--- src/rtl/cwrap_pkg.sv ---
package cwrap_pkg;
  localparam int IR_W = 3;

  localparam logic [IR_W-1:0] OP_BYPASS  = 3'b000;
  localparam logic [IR_W-1:0] OP_EXTEST  = 3'b001;
  localparam logic [IR_W-1:0] OP_INTEST  = 3'b010;
  localparam logic [IR_W-1:0] OP_PRELOAD = 3'b011;

  // Pattern loaded by an instruction capture; LSB set to prove chain continuity
  localparam logic [IR_W-1:0] IR_CAPTURE_PAT = 3'b001;

  typedef struct packed {
    logic bsr_sel;     // boundary register is the data register
    logic drive_pins;  // output cells own pin_out
    logic drive_core;  // input cells own core_in
  } mode_t;

  function automatic mode_t decode_op(logic [IR_W-1:0] code);
    mode_t m;
    m = '0;
    case (code)
      OP_EXTEST:  begin m.bsr_sel = 1'b1; m.drive_pins = 1'b1; end
      OP_INTEST:  begin m.bsr_sel = 1'b1; m.drive_core = 1'b1; end
      OP_PRELOAD: begin m.bsr_sel = 1'b1; end
      default:    ;
    endcase
    return m;
  endfunction
endpackage

--- src/rtl/cwrap_rst_sync.sv ---
module cwrap_rst_sync (
  input  logic clk,
  input  logic arst_n,
  output logic rst_n
);
  logic meta_q;

  always_ff @(posedge clk or negedge arst_n) begin
    if (!arst_n) begin
      meta_q <= 1'b0;
      rst_n  <= 1'b0;
    end else begin
      meta_q <= 1'b1;
      rst_n  <= meta_q;
    end
  end
endmodule

--- src/rtl/cwrap_instr_reg.sv ---
module cwrap_instr_reg
  import cwrap_pkg::*;
(
  input  logic            clk,
  input  logic            rst_n,
  input  logic            si,
  input  logic            shift_en,
  input  logic            capture_en,
  input  logic            update_en,
  output logic            so,
  output logic [IR_W-1:0] sh_q,
  output logic [IR_W-1:0] act_q
);
  logic [IR_W-1:0] sh_d;
  logic [IR_W-1:0] act_d;

  always_comb begin
    sh_d = sh_q;
    if (shift_en)
      sh_d = {si, sh_q[IR_W-1:1]};
    else if (capture_en)
      sh_d = IR_CAPTURE_PAT;
  end

  always_ff @(posedge clk or negedge rst_n) begin
    if (!rst_n) sh_q <= '0;
    else        sh_q <= sh_d;
  end

  always_comb begin
    act_d = act_q;
    if (update_en) act_d = sh_q;
  end

  always_ff @(negedge clk or negedge rst_n) begin
    if (!rst_n) act_q <= OP_BYPASS;
    else        act_q <= act_d;
  end

  assign so = sh_q[0];
endmodule

--- src/rtl/cwrap_bypass.sv ---
module cwrap_bypass (
  input  logic clk,
  input  logic rst_n,
  input  logic si,
  input  logic shift_en,
  input  logic capture_en,
  output logic so
);
  logic byp_q;
  logic byp_d;

  always_comb begin
    byp_d = byp_q;
    if (shift_en)        byp_d = si;
    else if (capture_en) byp_d = 1'b0;
  end

  always_ff @(posedge clk or negedge rst_n) begin
    if (!rst_n) byp_q <= 1'b0;
    else        byp_q <= byp_d;
  end

  assign so = byp_q;
endmodule

--- src/rtl/cwrap_bcell.sv ---
module cwrap_bcell (
  input  logic clk,
  input  logic rst_n,
  input  logic si,
  input  logic shift_en,
  input  logic capture_en,
  input  logic transfer_en,
  input  logic update_en,
  input  logic func_in,
  output logic so,
  output logic hold_q
);
  logic sh_q, sh_d;
  logic hold_d;

  always_comb begin
    sh_d = sh_q;
    if (shift_en)         sh_d = si;
    else if (capture_en)  sh_d = func_in;
    else if (transfer_en) sh_d = hold_q;
  end

  always_ff @(posedge clk or negedge rst_n) begin
    if (!rst_n) sh_q <= 1'b0;
    else        sh_q <= sh_d;
  end

  always_comb begin
    hold_d = hold_q;
    if (update_en) hold_d = sh_q;
  end

  always_ff @(negedge clk or negedge rst_n) begin
    if (!rst_n) hold_q <= 1'b0;
    else        hold_q <= hold_d;
  end

  assign so = sh_q;
endmodule

--- src/rtl/core_test_wrapper.sv ---
module core_test_wrapper
  import cwrap_pkg::*;
#(
  parameter int NUM_IN  = 4,
  parameter int NUM_OUT = 4
) (
  input  logic               wrck,
  input  logic               wrst_n,
  input  logic               wsi,
  input  logic               sel_ir,
  input  logic               capture_en,
  input  logic               shift_en,
  input  logic               update_en,
  input  logic               transfer_en,
  output logic               wso,
  input  logic [NUM_IN-1:0]  pin_in,
  output logic [NUM_IN-1:0]  core_in,
  input  logic [NUM_OUT-1:0] core_out,
  output logic [NUM_OUT-1:0] pin_out
);
  localparam int NCELL = NUM_IN + NUM_OUT;

  logic            rst_sync_n;
  logic [IR_W-1:0] ir_sh, ir_act;
  logic            ir_so, byp_so;
  mode_t           mode;
  logic [NCELL-1:0] chain, hold_vec;

  // Enable steering with shift > capture > transfer, update only when alone
  logic ir_shift, ir_cap, ir_upd;
  logic dr_bsr, dr_byp;
  logic bsr_shift, bsr_cap, bsr_tr, bsr_upd;
  logic byp_shift, byp_cap;
  logic quiet_edge;

  cwrap_rst_sync u_rst (
    .clk    (wrck),
    .arst_n (wrst_n),
    .rst_n  (rst_sync_n)
  );

  assign mode       = decode_op(ir_act);
  assign quiet_edge = ~shift_en & ~capture_en;

  assign ir_shift = sel_ir & shift_en;
  assign ir_cap   = sel_ir & capture_en & ~shift_en;
  assign ir_upd   = sel_ir & update_en & quiet_edge;

  assign dr_bsr = ~sel_ir & mode.bsr_sel;
  assign dr_byp = ~sel_ir & ~mode.bsr_sel;

  assign bsr_shift = dr_bsr & shift_en;
  assign bsr_cap   = dr_bsr & capture_en & ~shift_en;
  assign bsr_tr    = dr_bsr & transfer_en & quiet_edge;
  assign bsr_upd   = dr_bsr & update_en & quiet_edge;

  assign byp_shift = dr_byp & shift_en;
  assign byp_cap   = dr_byp & capture_en & ~shift_en;

  cwrap_instr_reg u_ir (
    .clk        (wrck),
    .rst_n      (rst_sync_n),
    .si         (wsi),
    .shift_en   (ir_shift),
    .capture_en (ir_cap),
    .update_en  (ir_upd),
    .so         (ir_so),
    .sh_q       (ir_sh),
    .act_q      (ir_act)
  );

  cwrap_bypass u_byp (
    .clk        (wrck),
    .rst_n      (rst_sync_n),
    .si         (wsi),
    .shift_en   (byp_shift),
    .capture_en (byp_cap),
    .so         (byp_so)
  );

  for (genvar g = 0; g < NCELL; g++) begin : g_cell
    logic cell_si, cell_fin;
    if (g == NCELL - 1) begin : g_head
      assign cell_si = wsi;
    end else begin : g_link
      assign cell_si = chain[g+1];
    end
    if (g < NUM_IN) begin : g_in
      assign cell_fin = pin_in[g];
    end else begin : g_out
      assign cell_fin = core_out[g-NUM_IN];
    end
    cwrap_bcell u_cell (
      .clk         (wrck),
      .rst_n       (rst_sync_n),
      .si          (cell_si),
      .shift_en    (bsr_shift),
      .capture_en  (bsr_cap),
      .transfer_en (bsr_tr),
      .update_en   (bsr_upd),
      .func_in     (cell_fin),
      .so          (chain[g]),
      .hold_q      (hold_vec[g])
    );
  end

  assign core_in = mode.drive_core ? hold_vec[NUM_IN-1:0]     : pin_in;
  assign pin_out = mode.drive_pins ? hold_vec[NCELL-1:NUM_IN] : core_out;

  always_comb begin
    if (sel_ir)            wso = ir_so;
    else if (mode.bsr_sel) wso = chain[0];
    else                   wso = byp_so;
  end
endmodule

--- config.mk ---
export PLATFORM = sky130hd
export DESIGN_NAME = core_test_wrapper
export DESIGN_NICKNAME = d
export VERILOG_FILES = /design/src/rtl/cwrap_pkg.sv /design/src/rtl/cwrap_rst_sync.sv /design/src/rtl/cwrap_instr_reg.sv /design/src/rtl/cwrap_bypass.sv /design/src/rtl/cwrap_bcell.sv /design/src/rtl/core_test_wrapper.sv
export SDC_FILE = /design/constraint.sdc
export NUM_CORES = 1
export LEC_CHECK = 0
export ABC_AREA = 1
export BUFFER_PORTS_ARGS = -buffer_cell sky130_fd_sc_hd__buf_2
export CAP_MARGIN = 25
export CORE_UTILIZATION = 38
export CTS_CLUSTER_SIZE = 40
export DETAILED_ROUTE_END_ITERATION = 10
export SYNTH_ARGS = -nofsm -noshare
export SYNTH_HDL_FRONTEND = slang
export SYNTH_SLANG_ARGS = --single-unit
--- constraint.sdc ---
create_clock -name wrck -period 1.33 [get_ports wrck]
set_input_delay 0.133 -clock wrck [delete_from_list [all_inputs] [get_ports wrck]]
set_output_delay 0.133 -clock wrck [all_outputs]
set_load 0.02 [all_outputs]
## Word-level counts from Yosys, hierarchy flattened

Cells that the tools add are included.

- Flip-flop bits (word level): 25
- Output and inout port bits: 9
- Logic and storage cells: 85
- Input bits: 16

- Bitwise operators: 22
- Equal/unequal tests: 3
- Reductions and logical operators: 4
- Muxes and demuxes: 35

Operator list:

| cell | count |
|---|---|
| 1-bit two-way mux | 31 |
| 1-bit bitwise AND | 18 |
| 4-bit two-way mux | 2 |
| 3-bit by 2-bit == test with 1-bit output (second input constant) | 2 |
| 3-bit two-way mux | 2 |
| 1-bit NOT | 4 |
| 2-bit nonzero test | 2 |
| 3-bit by 1-bit == test with 1-bit output (second input constant) | 1 |
| 3-bit nonzero test | 1 |
| 3-bit OR reduction | 1 |

## Depth between registers and ports, before layout

Gate-level depths: netlist of run 1.

- Word-level depth: 9
- Mapped depth: 9
- Depth with buffers taken out: 8

## Hierarchy

A second synthesis of run 1 with hierarchy kept.

- Cells, all modules: 212
- Area total of the unflattened synthesis: 1,443.9 um^2

By module, submodules not included:

| module | instances | cells each | area each (um^2) | seq. area each (um^2) |
|---|---|---|---|---|
| cwrap_bcell | 8 | 15 | 103.8 | 50.0 |
| core_test_wrapper | 1 | 54 | 269.0 | 0.0 |
| cwrap_instr_reg | 1 | 30 | 250.2 | 150.1 |
| cwrap_rst_sync | 1 | 3 | 53.8 | 50.0 |
| cwrap_bypass | 1 | 5 | 40.0 | 25.0 |

==> flow_summary.json, run 1 <==
{
  "finClkSkew_ns": 0.0140,
  "cp-start-kind": "flop",
  "htreeDepth": 1,
  "timing.hold.ws_ns": 0.0533,
  "p_seq_share_pct": 39.3,
  "path_cells": "nor2_2 > nand2_2 > mux2_2 > buf_2",
  "layout.nets": 262,
  "r2r-end": "g_cell[5].u_cell.so",
  "hold_path_class": "primary input to flop",
  "cts_tree": "built",
  "dp_hpwl_um": 2600,
  "grt_pass1_vias": 1490,
  "drt-initial-drc-count": 72,
  "crit_arrival_ns": 2.22,
  "post-place-ws_ns": -0.673,
  "synth-seq-cells": 25,
  "postLayoutSetupSlackWorst_ns": -1.03,
  "place_congestion": 0.822,
  "ys_seq_area_share_pct": 45.0,
  "grt_max_degree": 24,
  "min_from": "wsi",
  "layout-drive-gt1-share_pct": 49.4,
  "internal_power_w": 0.00171,
  "die_height_um": 62.5,
  "antenna_found_initial": 0,
  "synthesis.area_um2": 1390,
  "multi_input_area_um2": 729,
  "p_clk_share_pct": 13.1,
  "die_x_um": 62.5,
  "overflow": 0,
  "track_usage_pct": 20.9,
  "num_rows": 21,
  "fill_cells": 305,
  "port_buffers": 24,
  "path_class": "flop to output pin",
  "vias": 1418,
  "finalSetupTns_ns": -18.53,
  "worst_path_max_delay_cell": "dfrtn_1",
  "slew_violations": 0,
  "p_sw_share_pct": 36.9,
  "detail_route.drc_violations": 0,
  "min_path_cells": 3,
  "p_leak_nw": 1.08,
  "rr_worst_depth": 9,
  "fin_util_pct": 61.0,
  "clk_latency_ns": 0.32,
  "status": "complete, but fails checks",
  "cp_max_fo": 4,
  "n_antenna_cell": 0,
  "seq_area_um2": 626,
  "wl_per_cell_um": 13.1,
  "p_comb_share_pct": 47.6,
  "synthCells": 168,
  "ir_drop_uv": 662,
  "routed_via_density": 4.87,
  "rsz0062_at_grt": "true",
  "cts.clk_slew.worst_paths_ns": 0.15,
  "core_um2": 3420,
  "maxCapViolations": 0,
  "r2r_start": "u_ir.act_q[0]",
  "final-hold-violation-count": 0,
  "cts.sinks": 25,
  "ys_warn_count": 0,
  "avgSynthCellArea_um2": 8.28,
  "numCtsBuffers": 3,
  "endpoint_kind": "output pin",
  "clk_path_buf_depth": 2,
  "cts-root-buf": "clkbuf_4",
  "violations": "setup timing",
  "grt_pass1_wl_um": 6420,
  "required_ns": 1.20,
  "ant_nets": 0,
  "synth_nets": 184,
  "p_sw_w": 0.00100,
  "finalWirelength_um": 3810,
  "dieArea_um2": 3910,
  "start_util_pct": 40.7,
  "max_stage_delay_ns": 0.52,
  "ioPinCount": 25,
  "firstDrtPassIters": 4,
  "reg2reg_slack_ns": -0.86,
  "area_growth_pct": 49.6,
  "setup_violations": 28,
  "p_per_area_nw_per_um2": 1300,
  "ys_types": 20,
  "holdPathEnd": "u_ir.sh_q[2]"
}
## cell usage in the layout (no fill, tap or decap), drive strengths merged
cell type / n
buf: 76
nand2: 55
inv: 19
nand3: 16
o21ai: 16
dfrtp: 14
dfrtn: 11
nand4: 8
mux2: 8
a21oi: 7
nor2: 7
clkbuf: 3
o211ai: 1
o22ai: 1
clkinv: 1
dlygate4sd3: 1
conb: 1
## cell families (layout without fill, tap and decap cells)
| logic type | count (synthesis) | after routing | synth area share [%] |
|---|---|---|---|
| compound gates | 25 | 25 | 11.4 |
| mux | 8 | 8 | 6.48 |
| flops | 25 | 25 | 45.0 |
| simple gates | 85 | 86 | 28.6 |
| buf+inv | 24 | 100 | 8.27 |
| other cells | 1 | 1 | 0.270 |
## worst max-delay path: cells and delay by family, from the launching register on
kind          cells  cell delay, ns
buf+inv           1            0.16
flops             1            0.52
simple gates      2            0.20
mux               1            0.36
## area by class of cell
cell class,count,share of cell area (%)
multi-input combinational,120,35.0
sequential,25,30.0
timing repair buffer,77,27.4
inverter,19,3.43
tap,46,2.76
clock buffer,3,1.08
clock inverter,1,0.240
## per-layer routing
metal / vias to the layer above / track usage, % / routed length (um)
met5: - / 0 / 0
met4: 0 / 10.8 / 56
met3: 6 / 2.01 / 140
met2: 44 / 37.1 / 1910
met1: 659 / 24.9 / 1710
li1: 709 / - / -
## worst max-delay path by stage
stage,depth (start not counted),slack [ns],end,from
2_1_floorplan,8,-0.50,g_cell[0].u_cell.so,u_ir.act_q[0]
3_3_place_gp,9,-0.67,g_cell[4].u_cell.so,u_ir.act_q[2]
3_5_place_dp,4,-0.67,pin_out[0],u_ir.act_q[2]
4_1_cts,5,-1.0,core_in[2],u_ir.act_q[1]
5_1_grt,4,-1.08,core_in[1],u_ir.act_q[0]
6_report,4,-1.03,core_in[1],u_ir.act_q[0]
## synth_stat cells
cell | number | area, um2
inv_2 | 3 | 11.3
dfrtp_1 | 14 | 350
mux2_2 | 8 | 90.1
nand3_4 | 2 | 35.0
buf_2 | 2 | 10.0
o21ai_0 | 8 | 40.0
nand4_1 | 8 | 50.1
conb_1 | 1 | 3.75
o21ai_2 | 8 | 70.1
buf_6 | 3 | 33.8
nand2_1 | 53 | 199
nor2_2 | 4 | 25.0
nor2_1 | 3 | 11.3
inv_1 | 16 | 60.1
dfrtn_1 | 11 | 275
o211ai_1 | 1 | 7.51
o22ai_1 | 1 | 6.26
nand2_2 | 2 | 12.5
nand3_1 | 13 | 65.1
a21oi_1 | 7 | 35.0
## state kept, by name, indices dropped and copies added (netlist names)
signal                cells
u_rst.rst_n               1
u_rst.meta_q              1
u_byp.so                  1
u_ir.act_q                3
u_ir.sh_q                 3
g_cell.u_cell.so          8
g_cell.u_cell.hold_q      8
## stage by stage
stage          power (W)  std cells  area, um2
2_1_floorplan    0.00173        168       1410
3_3_place_gp     0.00218        272       1850
3_5_place_dp     0.00222        272       1850
4_1_cts          0.00268        287       2040
5_1_grt          0.00289        291       2080
6_report         0.00272        291       2080
## power groups by stage
stage / combinational (W) / clock [W] / sequential [W]
final: 0.00129 / 0.000356 / 0.00107
after global routing: 0.00141 / 0.000396 / 0.00109
after CTS: 0.00125 / 0.000359 / 0.00107
after detailed placement: 0.00114 / 0 / 0.00108
after global placement: 0.00111 / 0 / 0.00107
after floorplan: 0.000659 / 0 / 0.00107
## what timing repair did
action | CTS | global route
pin swaps | 9 | 5
hold buffers | 1 | 0
gates resized for setup | 19 | 4
endpoints found under the setup margin | 29 | 29
hold endpoints to repair | 2 | 0
setup buffers | 9 | 4
cloned | 1 | 0
Power figures use the tool's default switching activity.
==> inputs of run 2 (changes only) <==
--- a/config.mk
+++ b/config.mk
@@ -7,10 +7,11 @@
 export LEC_CHECK = 0
 export ABC_AREA = 1
 export BUFFER_PORTS_ARGS = -buffer_cell sky130_fd_sc_hd__buf_2
-export CAP_MARGIN = 25
+export CAP_MARGIN = 20
 export CORE_UTILIZATION = 38
 export CTS_CLUSTER_SIZE = 40
 export DETAILED_ROUTE_END_ITERATION = 10
+export SKIP_CTS_REPAIR_TIMING = 1
 export SYNTH_ARGS = -nofsm -noshare
 export SYNTH_HDL_FRONTEND = slang
 export SYNTH_SLANG_ARGS = --single-unit
==> flow_summary.json, run 2 (synthesis results as in run 1) <==
{
  "status": "complete, but fails checks",
  "violations": "setup timing",
  "cts-root-buf": "clkbuf_4",
  "endpoint_kind": "output pin",
  "numCtsBuffers": 3,
  "crit_arrival_ns": 2.24,
  "r2r_start": "u_ir.act_q[1]",
  "die_x_um": 62.5,
  "area_growth_pct": 45.3,
  "mostFrequentLayoutCells": "nand2_1, buf_4, buf_2",
  "p_leak_nw": 1.03,
  "grt_pass1_wl_um": 5960,
  "htreeDepth": 1,
  "ioPinCount": 25,
  "fin_cells": 284,
  "rsz0062_at_grt": "true",
  "placed_cells": 272,
  "multi_input_area_um2": 727,
  "hold_path_class": "primary input to flop",
  "postLayoutSetupSlackWorst_ns": -1.05,
  "dp_hpwl_um": 2600,
  "ir_drop_uv": 810,
  "max_stage_delay_ns": 0.56,
  "worst_path_max_delay_cell": "dfrtn_1",
  "reg2reg_slack_ns": -0.76,
  "min_from": "wsi",
  "port_buffers": 24,
  "rr_worst_depth": 8,
  "cts.sinks": 25,
  "path_cells": "nor2_2 > nand2_2 > mux2_2 > buf_2",
  "detail_route.drc_violations": 0,
  "path_class": "flop to output pin",
  "drt-initial-drc-count": 58,
  "clk_latency_ns": 0.33,
  "layout.nets": 255,
  "cts_tree": "built",
  "overflow": 0,
  "p_per_area_nw_per_um2": 1330,
  "maxCapViolations": 0,
  "num_rows": 21,
  "antenna_found_initial": 0,
  "setup_violations": 29,
  "final-hold-violation-count": 0,
  "cp_max_fo": 5,
  "dieArea_um2": 3910,
  "clk_path_buf_depth": 2,
  "vias": 1404,
  "fill_cells": 311,
  "cts.clk_slew.worst_paths_ns": 0.15,
  "min_path_cells": 3,
  "die_height_um": 62.5,
  "finClkSkew_ns": 0.0196,
  "start_util_pct": 40.7,
  "post-place-ws_ns": -0.673,
  "finalWirelength_um": 3800,
  "grt_pass1_vias": 1409,
  "grt_max_degree": 24,
  "routed_via_density": 4.94,
  "firstDrtPassIters": 4,
  "layout-drive-gt1-share_pct": 48.7,
  "core_um2": 3420,
  "ant_nets": 0,
  "r2r-end": "g_cell[5].u_cell.so",
  "fin_util_pct": 59.2,
  "required_ns": 1.20,
  "track_usage_pct": 19.3,
  "layout_commonest_cell": "nand2_1",
  "wl_per_cell_um": 13.4,
  "slew_violations": 0,
  "seq_area_um2": 626,
  "place_congestion": 0.822,
  "n_antenna_cell": 0,
  "cp-start-kind": "flop",
  "holdPathEnd": "u_ir.sh_q[2]"
}
[run 2: changes by cell type in the layout (fill, tap and decap cells not counted), sizes merged]
| cell | delta |
|---|---|
| buf | -7 |
[run 2: routing by layer]
layer / wire (um) / GRT usage [%] / up-vias / part of all wire (%)
li1: - / - / 690 / -
met1: 1680 / 23.4 / 668 / 44
met2: 1930 / 33.7 / 36 / 51
met3: 106 / 1.82 / 10 / 2.8
met4: 83 / 10.5 / 0 / 2.2
met5: 0 / 0 / - / 0
[run 2: cell type report]
type                    count  area share [%]
multi-input cells         120            36.0
clock inverters             1           0.248
flip-flops and latches     25            30.9
well taps                  46            2.85
clock buffers               3            1.11
inverters                  19            3.53
repair buffers             70            25.4
[run 2: critical path: cells and delay by family (launching register included)]
kind                   cells  cell delay (ns)
flip-flops                 1             0.56
multiplexers               1             0.36
AND/OR/NAND/NOR            2             0.19
buffers and inverters      1             0.16
[run 2: metrics by stage]
stage | total power, W | TNS [ns] | hold slack, ns | instance area (um2)
floorplan | 0.00173 | -10.17 | -0.163 | 1410
global placement | 0.00218 | -15.35 | -0.0816 | 1850
detailed placement | 0.00222 | -15.91 | -0.0787 | 1850
CTS | 0.00257 | -16.64 | -0.451 | 1880
global route | 0.00287 | -17.70 | 0.0882 | 2020
finish | 0.00270 | -16.22 | 0.0468 | 2020
[run 2: how the worst max path moves through the flow]
stage,start,end,slack [ns],cells past startpoint
3_5_place_dp,u_ir.act_q[2],pin_out[0],-0.67,4
4_1_cts,u_ir.act_q[2],pin_out[0],-1.03,4
5_1_grt,u_ir.act_q[1],wso,-1.09,6
3_3_place_gp,u_ir.act_q[2],g_cell[4].u_cell.so,-0.67,9
6_report,u_ir.act_q[0],core_in[2],-1.05,4
2_1_floorplan,u_ir.act_q[0],g_cell[0].u_cell.so,-0.50,8
[run 2: power breakdown]
| group | total [W] | switching (W) | internal [W] |
|---|---|---|---|
| clock network | 0.000353 | 0.000240 | 0.000113 |
| registers | 0.00107 | 0.000116 | 0.000957 |
| logic | 0.00127 | 0.000644 | 0.000626 |
| total | 0.00270 | 0.00100 | 0.00170 |
==> inputs of run 3 (changes only) <==
--- a/config.mk
+++ b/config.mk
@@ -11,6 +11,7 @@
 export CORE_UTILIZATION = 38
 export CTS_CLUSTER_SIZE = 40
 export DETAILED_ROUTE_END_ITERATION = 10
+export SETUP_SLACK_MARGIN = 0.05
 export SKIP_CTS_REPAIR_TIMING = 1
 export SYNTH_ARGS = -nofsm -noshare
 export SYNTH_HDL_FRONTEND = slang
==> flow_summary.json, run 3 (synthesis results as in run 1) <==
{
  "p_total_w": 0.00265,
  "vias": 1356,
  "die_height_um": 62.5,
  "finalWirelength_um": 3510,
  "place_congestion": 0.826,
  "p_comb_share_pct": 46.9,
  "start_util_pct": 40.7,
  "firstDrtPassIters": 4,
  "p_seq_share_pct": 40.2,
  "status": "complete, but fails checks",
  "cts-root-buf": "clkbuf_4",
  "postLayoutSetupSlackWorst_ns": -1.01,
  "detail_route.drc_violations": 0,
  "mostFrequentLayoutCells": "nand2_1, buf_4, buf_2",
  "path_class": "flop to output pin",
  "grt_max_degree": 14,
  "dieArea_um2": 3910,
  "layout-drive-gt1-share_pct": 47.7,
  "endpoint_kind": "output pin",
  "n_antenna_cell": 0,
  "maxCapViolations": 0,
  "overflow": 0,
  "ioPinCount": 25,
  "ant_nets": 0,
  "die_x_um": 62.5,
  "r2r_start": "u_ir.act_q[1]",
  "p_leak_nw": 1.04,
  "area_growth_pct": 44.6,
  "cp-start-kind": "flop",
  "antenna_found_initial": 0,
  "p_sw_share_pct": 36.5,
  "setup_violations": 28,
  "p_clk_share_pct": 12.9,
  "required_ns": 1.20,
  "grt_pass1_vias": 1360,
  "track_usage_pct": 18.3,
  "grt_pass1_wl_um": 5790,
  "core_um2": 3420,
  "crit_arrival_ns": 2.20,
  "timing.hold.ws_ns": 0.0849,
  "drt-initial-drc-count": 93,
  "hold_path_class": "primary input to flop",
  "cts_tree": "built",
  "min_from": "wsi",
  "p_per_area_nw_per_um2": 1320,
  "violations": "setup timing",
  "cp_max_fo": 3,
  "numCtsBuffers": 3,
  "htreeDepth": 1,
  "cts.sinks": 25,
  "clk_path_buf_depth": 2,
  "critPathLaunch": "u_ir.act_q[1]",
  "slew_violations": 0,
  "num_rows": 21,
  "routed_via_density": 4.83,
  "cts.clk_slew.worst_paths_ns": 0.13,
  "finClkSkew_ns": 0.00991,
  "wl_per_cell_um": 12.5,
  "clk_latency_ns": 0.31,
  "p_sw_w": 0.000966,
  "internal_power_w": 0.00168,
  "ir_drop_uv": 740,
  "dp_hpwl_um": 2590,
  "layout.nets": 252,
  "port_buffers": 24,
  "rsz0062_at_grt": "true",
  "fin_util_pct": 58.9,
  "layout_commonest_cell": "nand2_1",
  "final-hold-violation-count": 0
}
-- run 3: changes by cell type in the layout (fill, tap and decap cells not counted), sizes merged --
cell / before / now
buf: 69 / 66
clkbuf: 3 / 4
clkinv: 1 / 0
nand2: 55 / 56
nand3: 16 / 15
-- run 3: metal layers --
layer / vias up / track usage [%] / part of all wire (%)
met5: - / 0 / 0
met2: 34 / 33.4 / 52
li1: 689 / - / -
met1: 631 / 23.4 / 44
met3: 2 / 1.82 / 3.7
met4: 0 / 3.49 / 0.54
-- run 3: stage by stage --
| step | cell area [um2] | std cells | worst slack [ns] | TNS (ns) |
|---|---|---|---|---|
| 2_1_floorplan | 1410 | 168 | -0.500 | -10.17 |
| 3_3_place_gp | 1830 | 270 | -0.649 | -14.84 |
| 3_5_place_dp | 1830 | 270 | -0.681 | -15.40 |
| 4_1_cts | 1850 | 274 | -1.03 | -15.55 |
| 5_1_grt | 2010 | 281 | -1.09 | -17.87 |
| 6_report | 2010 | 281 | -1.01 | -15.90 |
-- run 3: power by group through the flow --
stage	clock, W	sequential, W	combinational (W)
6_report	0.000342	0.00106	0.00124
5_1_grt	0.000380	0.00108	0.00138
4_1_cts	0.000358	0.00106	0.00111
3_5_place_dp	0	0.00108	0.00110
3_3_place_gp	0	0.00107	0.00108
2_1_floorplan	0	0.00107	0.000659
-- run 3: critical path, cell delays in order (launching register included) --
cell	delay [ns]
dfrtn_1	0.47
buf_4	0.13
o21ai_2	0.07
nor2_2	0.18
nand2_1	0.09
o211ai_1	0.11
buf_4	0.18
-- run 3: cell type report --
class | instances | area, um2
timing repair buffer | 67 | 488
fill | 320 | 1400
sequential | 25 | 627
tap | 46 | 57.6
inverter | 19 | 71.3
multi-input combinational | 120 | 742
clock buffer | 4 | 26.3
-- run 3: final timing paths --
kind	slack (ns)	depth (start not counted)	to
worst min-delay path	0.08	3	u_ir.sh_q[2]
worst max-delay path	-1.01	6	wso
worst min register to register	0.19	1	g_cell[5].u_cell.so
worst max register to register	-0.73	8	g_cell[2].u_cell.so
min in group asynchronous	0.11	2	u_rst.rst_n
max in group asynchronous	0.36	1	u_ir.act_q[0]
